--- config.mk ---
export PLATFORM = sky130hd
export DESIGN_NAME = tmark_delay_gen
export DESIGN_NICKNAME = d
export VERILOG_FILES = /design/src/rtl/tmd_pkg.sv /design/src/rtl/tmd_regs.sv /design/src/rtl/tmd_count.sv /design/src/rtl/tmark_delay_gen.sv
export SDC_FILE = /design/constraint.sdc
export NUM_CORES = 1
export LEC_CHECK = 0
export BUFFER_PORTS_ARGS = -buffer_cell sky130_fd_sc_hd__buf_2
export CORE_MARGIN = 10
export CORE_UTILIZATION = 31
export DETAILED_ROUTE_END_ITERATION = 7
export GPL_ROUTABILITY_DRIVEN = 0
export PLACE_DENSITY = 0.44
export SKIP_CTS_REPAIR_TIMING = 1
export SLEW_MARGIN = 20
export SYNTH_ARGS = -nofsm -noshare
export SYNTH_HDL_FRONTEND = slang
export SYNTH_SLANG_ARGS = --single-unit
--- constraint.sdc ---
create_clock -name clk -period 6.8 [get_ports clk]
set_input_delay 0.34 -clock clk [delete_from_list [all_inputs] [get_ports clk]]
set_output_delay 0.34 -clock clk [all_outputs]
set_load 0.005 [all_outputs]
--- src/rtl/tmd_pkg.sv ---
package tmd_pkg;
  localparam int DLY_W   = 22;
  localparam int LO_W    = 16;
  localparam int HI_W    = DLY_W - LO_W;
  localparam int FLAG_IX = 6;
  typedef logic [DLY_W-1:0] delay_t;
endpackage

--- src/rtl/tmd_regs.sv ---
module tmd_regs
  import tmd_pkg::*;
(
  input  logic        clk,
  input  logic        rst,
  input  logic        wr_en,
  input  logic        wr_hi,
  input  logic [15:0] wr_data,
  input  logic        take,
  output logic        armed,
  output delay_t      delay
);
  logic [LO_W-1:0] lo_q;
  logic            arm_wr;

  assign arm_wr = wr_en && wr_hi && wr_data[FLAG_IX];

  always_ff @(posedge clk) begin
    if (rst) begin
      lo_q  <= '0;
      delay <= '0;
      armed <= 1'b0;
    end else begin
      if (wr_en && !wr_hi) lo_q <= wr_data[LO_W-1:0];
      if (arm_wr) begin
        delay <= {wr_data[HI_W-1:0], lo_q};
        armed <= 1'b1;
      end else if (wr_en && wr_hi) begin
        armed <= 1'b0;
      end else if (take) begin
        armed <= 1'b0;
      end
    end
  end


  arm_set_chk: assert property (@(posedge clk) disable iff (rst) arm_wr |=> armed);

  arm_clear_chk: assert property (@(posedge clk) disable iff (rst)
    (wr_en && wr_hi && !wr_data[FLAG_IX]) |=> !armed);

  take_disarm_chk: assert property (@(posedge clk) disable iff (rst)
    (take && !(wr_en && wr_hi)) |=> !armed);
endmodule

--- src/rtl/tmd_count.sv ---
module tmd_count
  import tmd_pkg::*;
#(
  parameter int PULSE_W = 1
) (
  input  logic   clk,
  input  logic   rst,
  input  logic   start,
  input  delay_t load_val,
  output logic   busy,
  output logic   pulse
);
  localparam int PW_W = (PULSE_W > 1) ? $clog2(PULSE_W) : 1;

  delay_t          cnt;
  logic            running;
  logic [PW_W-1:0] pw_cnt;

  always_ff @(posedge clk) begin
    if (rst) begin
      cnt     <= '0;
      running <= 1'b0;
      pulse   <= 1'b0;
      pw_cnt  <= '0;
    end else begin
      if (start) begin
        cnt     <= load_val;
        running <= 1'b1;
      end else if (running) begin
        if (cnt <= delay_t'(1)) begin
          running <= 1'b0;
          pulse   <= 1'b1;
          pw_cnt  <= PW_W'(PULSE_W - 1);
        end else begin
          cnt <= cnt - delay_t'(1);
        end
      end
      if (pulse) begin
        if (pw_cnt == '0) pulse  <= 1'b0;
        else              pw_cnt <= pw_cnt - PW_W'(1);
      end
    end
  end

  assign busy = running || pulse;


  pulse_after_count_chk: assert property (@(posedge clk) disable iff (rst)
    $rose(pulse) |-> $past(running));

  no_restart_busy_chk: assert property (@(posedge clk) disable iff (rst)
    !(start && busy));
endmodule

--- src/rtl/tmark_delay_gen.sv ---
module tmark_delay_gen
  import tmd_pkg::*;
#(
  parameter int PULSE_W = 1
) (
  input  logic        clk,
  input  logic        rst,
  input  logic        wr_en,
  input  logic        wr_hi,
  input  logic [15:0] wr_data,
  input  logic        raw_mark,
  output logic        pulse_out,
  output logic        armed,
  output logic        overrun
);
  delay_t dly;
  logic   busy, take;

  assign take = raw_mark && armed && !busy;

  tmd_regs u_regs (
    .clk(clk), .rst(rst), .wr_en(wr_en), .wr_hi(wr_hi), .wr_data(wr_data),
    .take(take), .armed(armed), .delay(dly)
  );

  tmd_count #(.PULSE_W(PULSE_W)) u_count (
    .clk(clk), .rst(rst), .start(take), .load_val(dly),
    .busy(busy), .pulse(pulse_out)
  );

  always_ff @(posedge clk) begin
    if (rst)                  overrun <= 1'b0;
    else if (raw_mark && !take) overrun <= 1'b1;
  end


  overrun_cause_chk: assert property (@(posedge clk) disable iff (rst)
    $rose(overrun) |-> $past(raw_mark));

  overrun_sticky_chk: assert property (@(posedge clk) disable iff (rst)
    overrun |=> overrun);
endmodule

After elaboration in Yosys (flattened, before gate mapping). Index checks and enable logic that the tools add are counted.

Output and inout bits: 3. Word-level logic and storage cells: 44. Memories: 0. Input port bits: 21. Bits in writable memories: 0. Register bits after elaboration: 65. ROM bits: 0. Bits in latches: 0.

Shift operators: 0. Div/mod/pow operators: 0. Multiply operators: 0. Reduce and logical (&&, ||, !) cells: 13. Equal/unequal tests: 1. Bitwise logic cells: 0. Muxes and demuxes: 19. $lt $le $gt $ge: 1. $add $sub $neg: 2.

Operators with widths (number): $mux 22 (3); $le 22x1->1 const B (1); $sub 22x1->22 const B (1); $mux 1 (16); $logic_and 1x1->1 (6); $logic_not 1->1 (3); $reduce_bool 3->1 (1); $ne 2x2->1 const B (1); $reduce_and 2->1 (1); $reduce_bool 2->1 (1); $logic_or 1x1->1 (1); $sub 1x1->1 const B (1).

Longest topological paths before layout. Gate-level depths: netlist of run 1.

Depth after elaboration: 6. Depth in mapped cells: 9. Depth with buffers taken out: 7.

Modules after synthesis. Synthesis of run 1 repeated with hierarchy kept, for this count alone.

Cell total of the unflattened synthesis: 361. Area, all modules: 2971.6 um^2.

By module, submodules not included: tmd_count (area an instance 1541.5 um^2, instances 1, cells each 183, sequential area each 500.5 um^2); tmd_regs (area an instance 1371.3 um^2, instances 1, cells each 172, sequential area each 780.7 um^2); tmark_delay_gen (area an instance 58.8 um^2, instances 1, cells each 6, sequential area each 20.0 um^2).

Least setup slack after synthesis of run 1. OpenSTA, ideal clock, no wires.

Kind: register -> register. From: reg u_count.cnt[0]. To: reg u_count.cnt[18]. Required time: 6.709 ns. Data arrival time: 2.273 ns. Setup slack: 4.436 ns. Path buffers: 1. Stages on the path, launching flop included: 9. Period minus slack after synthesis: 2.364 ns. Setup time: 0.091 ns. Cells stage by stage: dfxtp_1 inv_1 ha_1 buf_2 or4b_2 nor3_2 nand3_1 or4_1 a311oi_1.

Word-level cells in the longest chain between the ends: 4. Elaborated cells on any way between the ends: 7. Classes of those cells: add/sub: 1; order compare: 1; eq/ne: 1; mux: 3; reduce/logical: 1.

Ends and longest elaborated chain: from (decl) (line tmd_count.sv:15) `delay_t cnt;`; from (signal assigned) (line tmd_count.sv:27) `cnt <= load_val;`; from (signal assigned) (line tmd_count.sv:35) `cnt <= cnt - delay_t'(1);`; $sub 22x1->22 (line tmd_count.sv:35); $mux 22 (line tmd_count.sv:30) `if (cnt <= delay_t'(1)) begin`; $mux 22 (line tmd_count.sv:29) `end else if (running) begin`; $mux 22 (line tmd_count.sv:26) `if (start) begin`.

Parallel ways exist; a longest one is shown, timed or not. The select of a mux whose other input is x is not followed. A chain may end at the register's enable or synchronous reset.

Worst setup path after layout of run 1. Same ends and word-level chain as after synthesis.

==> results of run 1 <==
==> where the power goes <==
part / switching, mW / internal [mW]
clock: 0.151 / 0.169
combinational: 0.0934 / 0.0554
sequential: 0.0142 / 0.396
==> worst reg2reg max path: cells and delay by family (launching register included) <==
family	cells	cell delay [ns]
and+or+nand+nor	4	1.56
DFF	1	0.38
adders and majority gates	1	0.32
AOI/OAI and AO/OA	1	0.25
buffers and inverters	1	0.08
==> layout by cell type (no fill, tap or decap), types with 3 or more instances in the layout <==
master     instances
a2111oi_0          3
a211oi_1           6
a21oi_1           50
a311oi_1           5
and3_1             3
buf_2             23
buf_4              3
clkbuf_8           9
dfxtp_1           65
inv_1              6
nand2_1           85
nand3_1           10
nand4_1            4
nor2_1            28
nor3_1            12
nor4_1             6
o21bai_1           3
o31ai_1            3
or3_1              6
or4_1              6
xnor2_1            5
==> through the flow <==
step / setup slack [ns] / util
floorplan: 4.436 / -
global placement: 4.168 / 0.3354
detailed placement: 4.105 / 0.3356
CTS: 4.096 / 0.3561
global route: 3.904 / 0.3561
finish: 4.107 / 0.3561
==> sequential cells by signal, summed over array words and instances, names as in the netlist <==
name             cells
u_count.running      1
u_count.pulse        1
u_count.pw_cnt       1
u_count.cnt         22
u_regs.armed         1
u_regs.lo_q         16
u_regs.delay        22
overrun              1
==> final timing paths <==
kind                        from               to  slack [ns]  cells past startpoint
hold reg to reg   u_count.pw_cnt   u_count.pw_cnt        0.44                      2
setup reg to reg  u_count.cnt[0]  u_count.cnt[18]        4.11                      7
hold / removal        wr_data[7]   u_regs.lo_q[7]        0.23                      3
setup / recovery  u_count.cnt[0]  u_count.cnt[18]        4.11                      7
==> per-layer routing <==
metal | up-vias | global-route usage
met5 | - | 0
met4 | 0 | 0.03707
met3 | 10 | 0.03160
met2 | 40 | 0.1717
met1 | 1171 | 0.1687
li1 | 1326 | -
==> cell families (layout without fill, tap and decap cells) <==
family,count (synthesis),count (layout),share of synthesized area
AO/OA/AOI/OAI,88,88,0.1941
buffers and inverters,31,48,0.04175
flip-flops,65,65,0.4477
AND/OR/NAND/NOR,172,172,0.2759
XOR/XNOR,7,7,0.02109
adder cells (fa/ha/maj),2,2,0.008608
multiplexers,3,3,0.01076
==> area by class of cell <==
cell class	instances	share of cell area
inverter	6	0.006878
clock buffer	11	0.04012
timing repair buffer	26	0.04203
clock inverter	5	0.01720
multi-input combinational	272	0.4540
sequential	65	0.3974
tap	111	0.04241
==> results.json, run 1 <==
{
  "nNetsFinal": 403,
  "clock-sinks": 65,
  "core_sq_um": 9196,
  "crit_type": "flip-flop to flip-flop",
  "antenna_found_initial": 0,
  "fin_hold_ws_ns": 0.2286,
  "firstDrtPassIters": 4,
  "start_kind": "flip-flop",
  "fin_cells": 496,
  "critPathArrivalTime_ns": 2.95,
  "wl_um": 7596,
  "max_slew_margin": 0.3762,
  "grt_use_total": 0.1193,
  "synthTopCellsByCount": "nand2_1, dfxtp_1, a21oi_1, nor2_1, clkbuf_1",
  "fillCellCount": 1013,
  "multi_input_area_sq_um": 1486,
  "clkTransAtPathRegs_ns": 0.08,
  "synth_cells": 368,
  "ios": 24,
  "synth_area_sq_um": 2907,
  "top_layer": "met4",
  "die_w_um": 116.8,
  "tns_ns": 0,
  "fmax_mhz": 371.4,
  "num_vias": 2547,
  "avgSynthCellArea_sq_um": 7.898,
  "root_buffer": "clkbuf_8",
  "skew_ns": 0.009191,
  "insertion_delay_ns": 0.34,
  "setup_viol": 0,
  "yosys-top-cells-area": "dfxtp_1, nand2_1, a21oi_1, nor2_1, clkbuf_1",
  "area_growth_pct": 12.66,
  "wl_per_cell_um": 15.31,
  "tightest_slew_ns": 0.9331,
  "worstPathRequired_ns": 7.06,
  "async_flop_share": 0,
  "dr_wl_met3_um": 242,
  "drive_above_1_share": 0.1325,
  "hp-class": "primary input to flip-flop",
  "globalRouteOverflowTotal": 0,
  "wl_met2_um": 3246,
  "dp_hpwl_um": 5136,
  "drv_slew": 0,
  "cp_slowest_cell": "or4b_2",
  "grt_first_pass_wirelength_um": 12940,
  "grt_pass1_vias": 2537,
  "ant_nets": 0,
  "synth_edf_count": 0,
  "hold_viol_final": 0,
  "status": "complete, no violations",
  "cts_buffer_depth": 2,
  "wl_met1_um": 4015,
  "viasPerCell": 5.135,
  "final_area_sq_um": 3274,
  "rsz0062_at_grt": "false",
  "drc_errors": 0,
  "dp.cells": 480,
  "endpoint_kind": "flip-flop",
  "yosysSeqAreaShare": 0.4477,
  "yosysUniqueCellTypes": 47,
  "ys_warn_count": 0,
  "synth_most_common_cell": "nand2_1",
  "ys.flop_type": "dfxtp_1",
  "finalCritPeriodShare": 0.3960,
  "start_util": 0.3161,
  "synth_nets": 391,
  "die-height_um": 116.8,
  "cts_tree": "built",
  "seqCellArea_sq_um": 1301,
  "dieArea_sq_um": 13650,
  "crit_fanout": 9,
  "leakagePower_nw": 1.208,
  "vdd_ir_drop_max_mv": 0.09270,
  "path_delay_family": "simple AND/OR/NAND/NOR gates",
  "drtIter0Drc": 86,
  "slowest_delay_ns": 0.72,
  "power_density_nw_per_um2": 268.5,
  "crit_chain": "inv_1 > ha_1 > or4b_2 > nor3_2 > nand3_1 > or4_1 > a311oi_1",
  "htreeDepth": 3,
  "synth_top_area_share": 0.4477,
  "min_period_ns": 2.693,
  "ys_seq_elements": 65,
  "antennaDiodeCount": 0,
  "port_buffers": 23,
  "p_total_mw": 0.8791,
  "grt_max_degree": 66,
  "yosysTopAreaCell": "dfxtp_1",
  "cap_violations": 0,
  "post_dp_cell_area_sq_um": 3087,
  "cts_buffers": 9,
  "rows": 35,
  "crit_buf_inv": 1
}
Note: power is estimated with default switching activity, not from simulation.
==> inputs of run 2 (changes only) <==
--- a/config.mk
+++ b/config.mk
@@ -10,7 +10,7 @@
 export CORE_UTILIZATION = 31
 export DETAILED_ROUTE_END_ITERATION = 7
 export GPL_ROUTABILITY_DRIVEN = 0
-export PLACE_DENSITY = 0.44
+export PLACE_DENSITY = 0.46
 export SKIP_CTS_REPAIR_TIMING = 1
 export SLEW_MARGIN = 20
 export SYNTH_ARGS = -nofsm -noshare
==> constraint.sdc (replaced) <==
create_clock -name clk -period 2.4 [get_ports clk]
set_input_delay 0.12 -clock clk [delete_from_list [all_inputs] [get_ports clk]]
set_output_delay 0.12 -clock clk [all_outputs]
set_load 0.005 [all_outputs]
==> run 2 against run 1 <==
Net effect:
- clock skew fell by 0.0011 ns
- wire length did not move
- critical path depth did not move
- hold slack got worse by 0.22 ns
==> results.json, run 2 (synthesis results as in run 1) <==
{
  "drive_above_1_share": 0.1741,
  "htreeDepth": 3,
  "grt_first_pass_wirelength_um": 12630,
  "rr_worst_depth": 7,
  "seqCellArea_sq_um": 1301,
  "tightest_slew_ns": 0.8029,
  "dieArea_sq_um": 13650,
  "area_growth_pct": 19.11,
  "cts_tree": "built",
  "num_vias": 2630,
  "drv_slew": 0,
  "vdd_ir_drop_max_mv": 0.4413,
  "wl_um": 7596,
  "p_total_mw": 2.723,
  "rows": 35,
  "multi_input_area_sq_um": 1506,
  "hold_start": "wr_data[15]",
  "skew_ns": 0.008066,
  "cts_buffer_depth": 2,
  "grt_pass1_vias": 2532,
  "tns_ns": 0,
  "setup_viol": 0,
  "reg_top3": "u_count.cnt x22, u_regs.delay x22, u_regs.lo_q x16",
  "drtIter0Drc": 71,
  "root_buffer": "clkbuf_8",
  "dp_hpwl_um": 5362,
  "cap_violations": 0,
  "die-height_um": 116.8,
  "fmax_mhz": 435.5,
  "ant_nets": 0,
  "most-common-layout-cells": "nand2_1, dfxtp_1, a21oi_1",
  "clock-sinks": 65,
  "rsz0062_at_grt": "false",
  "insertion_delay_ns": 0.34,
  "crit_buf_inv": 1,
  "layout_commonest_cell": "nand2_1",
  "worst_slack_ns": 0.1036,
  "drc_errors": 0,
  "start_kind": "flip-flop",
  "grt_max_degree": 42,
  "fin_hold_ws_ns": 0.008488,
  "antennaDiodeCount": 0,
  "start_util": 0.3161,
  "port_buffers": 23,
  "rrSetupSlack_ns": 0.10,
  "viasPerCell": 5.127,
  "worst-path-stages": 7,
  "globalRouteOverflowTotal": 0,
  "grt_use_total": 0.1167,
  "hold_viol_final": 0,
  "crit_fanout": 5,
  "status": "complete, no violations",
  "hp-class": "primary input to flip-flop",
  "crit_chain": "inv_1 > ha_1 > or4b_2 > nor3_4 > nand3_1 > or4_1 > a311oi_1",
  "power_density_nw_per_um2": 786.5,
  "wl_per_cell_um": 14.81,
  "min_period_ns": 2.296,
  "cts_buffers": 9,
  "crit_type": "flip-flop to flip-flop",
  "worstPathRequired_ns": 2.65,
  "critPathArrivalTime_ns": 2.55,
  "antenna_found_initial": 0,
  "clkTransAtPathRegs_ns": 0.08,
  "place_ws_ns": 0.04102,
  "leakagePower_nw": 1.312,
  "ios": 24,
  "endpoint_kind": "flip-flop",
  "slowest_delay_ns": 0.65,
  "firstDrtPassIters": 4,
  "r2r_end": "u_count.cnt[18]",
  "hold_depth": 3,
  "fillCellCount": 1013,
  "die_w_um": 116.8,
  "max_slew_margin": 0.4648,
  "nNetsFinal": 420,
  "core_sq_um": 9196,
  "path_delay_family": "simple AND/OR/NAND/NOR gates",
  "hold-path-endpoint": "u_regs.lo_q[15]",
  "cp_slowest_cell": "or4b_2",
  "finalCritPeriodShare": 0.9568,
  "worstReg2RegStart": "u_count.cnt[1]"
}
run 2: per-stage QoR:
stage / utilization / area [sq um] / instances
after floorplan: - / 2907 / 368
after global placement: 0.3493 / 3212 / 497
after detailed placement: 0.3493 / 3212 / 497
after CTS: 0.3740 / 3440 / 513
after global routing: 0.3765 / 3462 / 513
final: 0.3765 / 3462 / 513
run 2: worst register-to-register path: stages (launching register included):
cell      delay (ns)
dfxtp_1         0.35
inv_1           0.08
ha_1            0.15
or4b_2          0.65
nor3_4          0.21
nand3_1         0.12
or4_1           0.41
a311oi_1        0.24
run 2: area by class of cell:
class | instances | area share
Multi-Input combinational cell | 272 | 0.4351
Sequential cell | 65 | 0.3759
Timing Repair Buffer | 43 | 0.07662
Tap cell | 111 | 0.04012
Clock buffer | 10 | 0.03975
Clock inverter | 6 | 0.02602
Inverter | 6 | 0.006505
run 2: per-layer routing:
layer | vias to the layer above | GRT usage | part of all wire | wire length, um
li1 | 1371 | - | - | -
met1 | 1214 | 0.1586 | 0.53 | 4033
met2 | 33 | 0.1736 | 0.43 | 3255
met3 | 12 | 0.02090 | 0.020 | 151
met4 | 0 | 0.05766 | 0.020 | 155
met5 | - | 0 | 0 | 0
run 2: report_power, final:
| group | total (mW) | switching [mW] | internal (mW) | leakage (nW) |
|---|---|---|---|---|
| registers | 1.16 | 0.0378 | 1.12 | 0.528 |
| logic | 0.497 | 0.287 | 0.210 | 0.671 |
| clock network | 1.07 | 0.450 | 0.617 | 0.113 |
run 2: worst max path at each step:
stage                         startpoint         endpoint
after global placement    u_count.cnt[1]  u_count.cnt[18]
after global routing      u_count.cnt[1]   u_count.cnt[3]
final                     u_count.cnt[1]  u_count.cnt[18]
after detailed placement  u_count.cnt[1]  u_count.cnt[18]
after CTS                 u_count.cnt[1]  u_count.cnt[18]
after floorplan           u_count.cnt[0]  u_count.cnt[18]
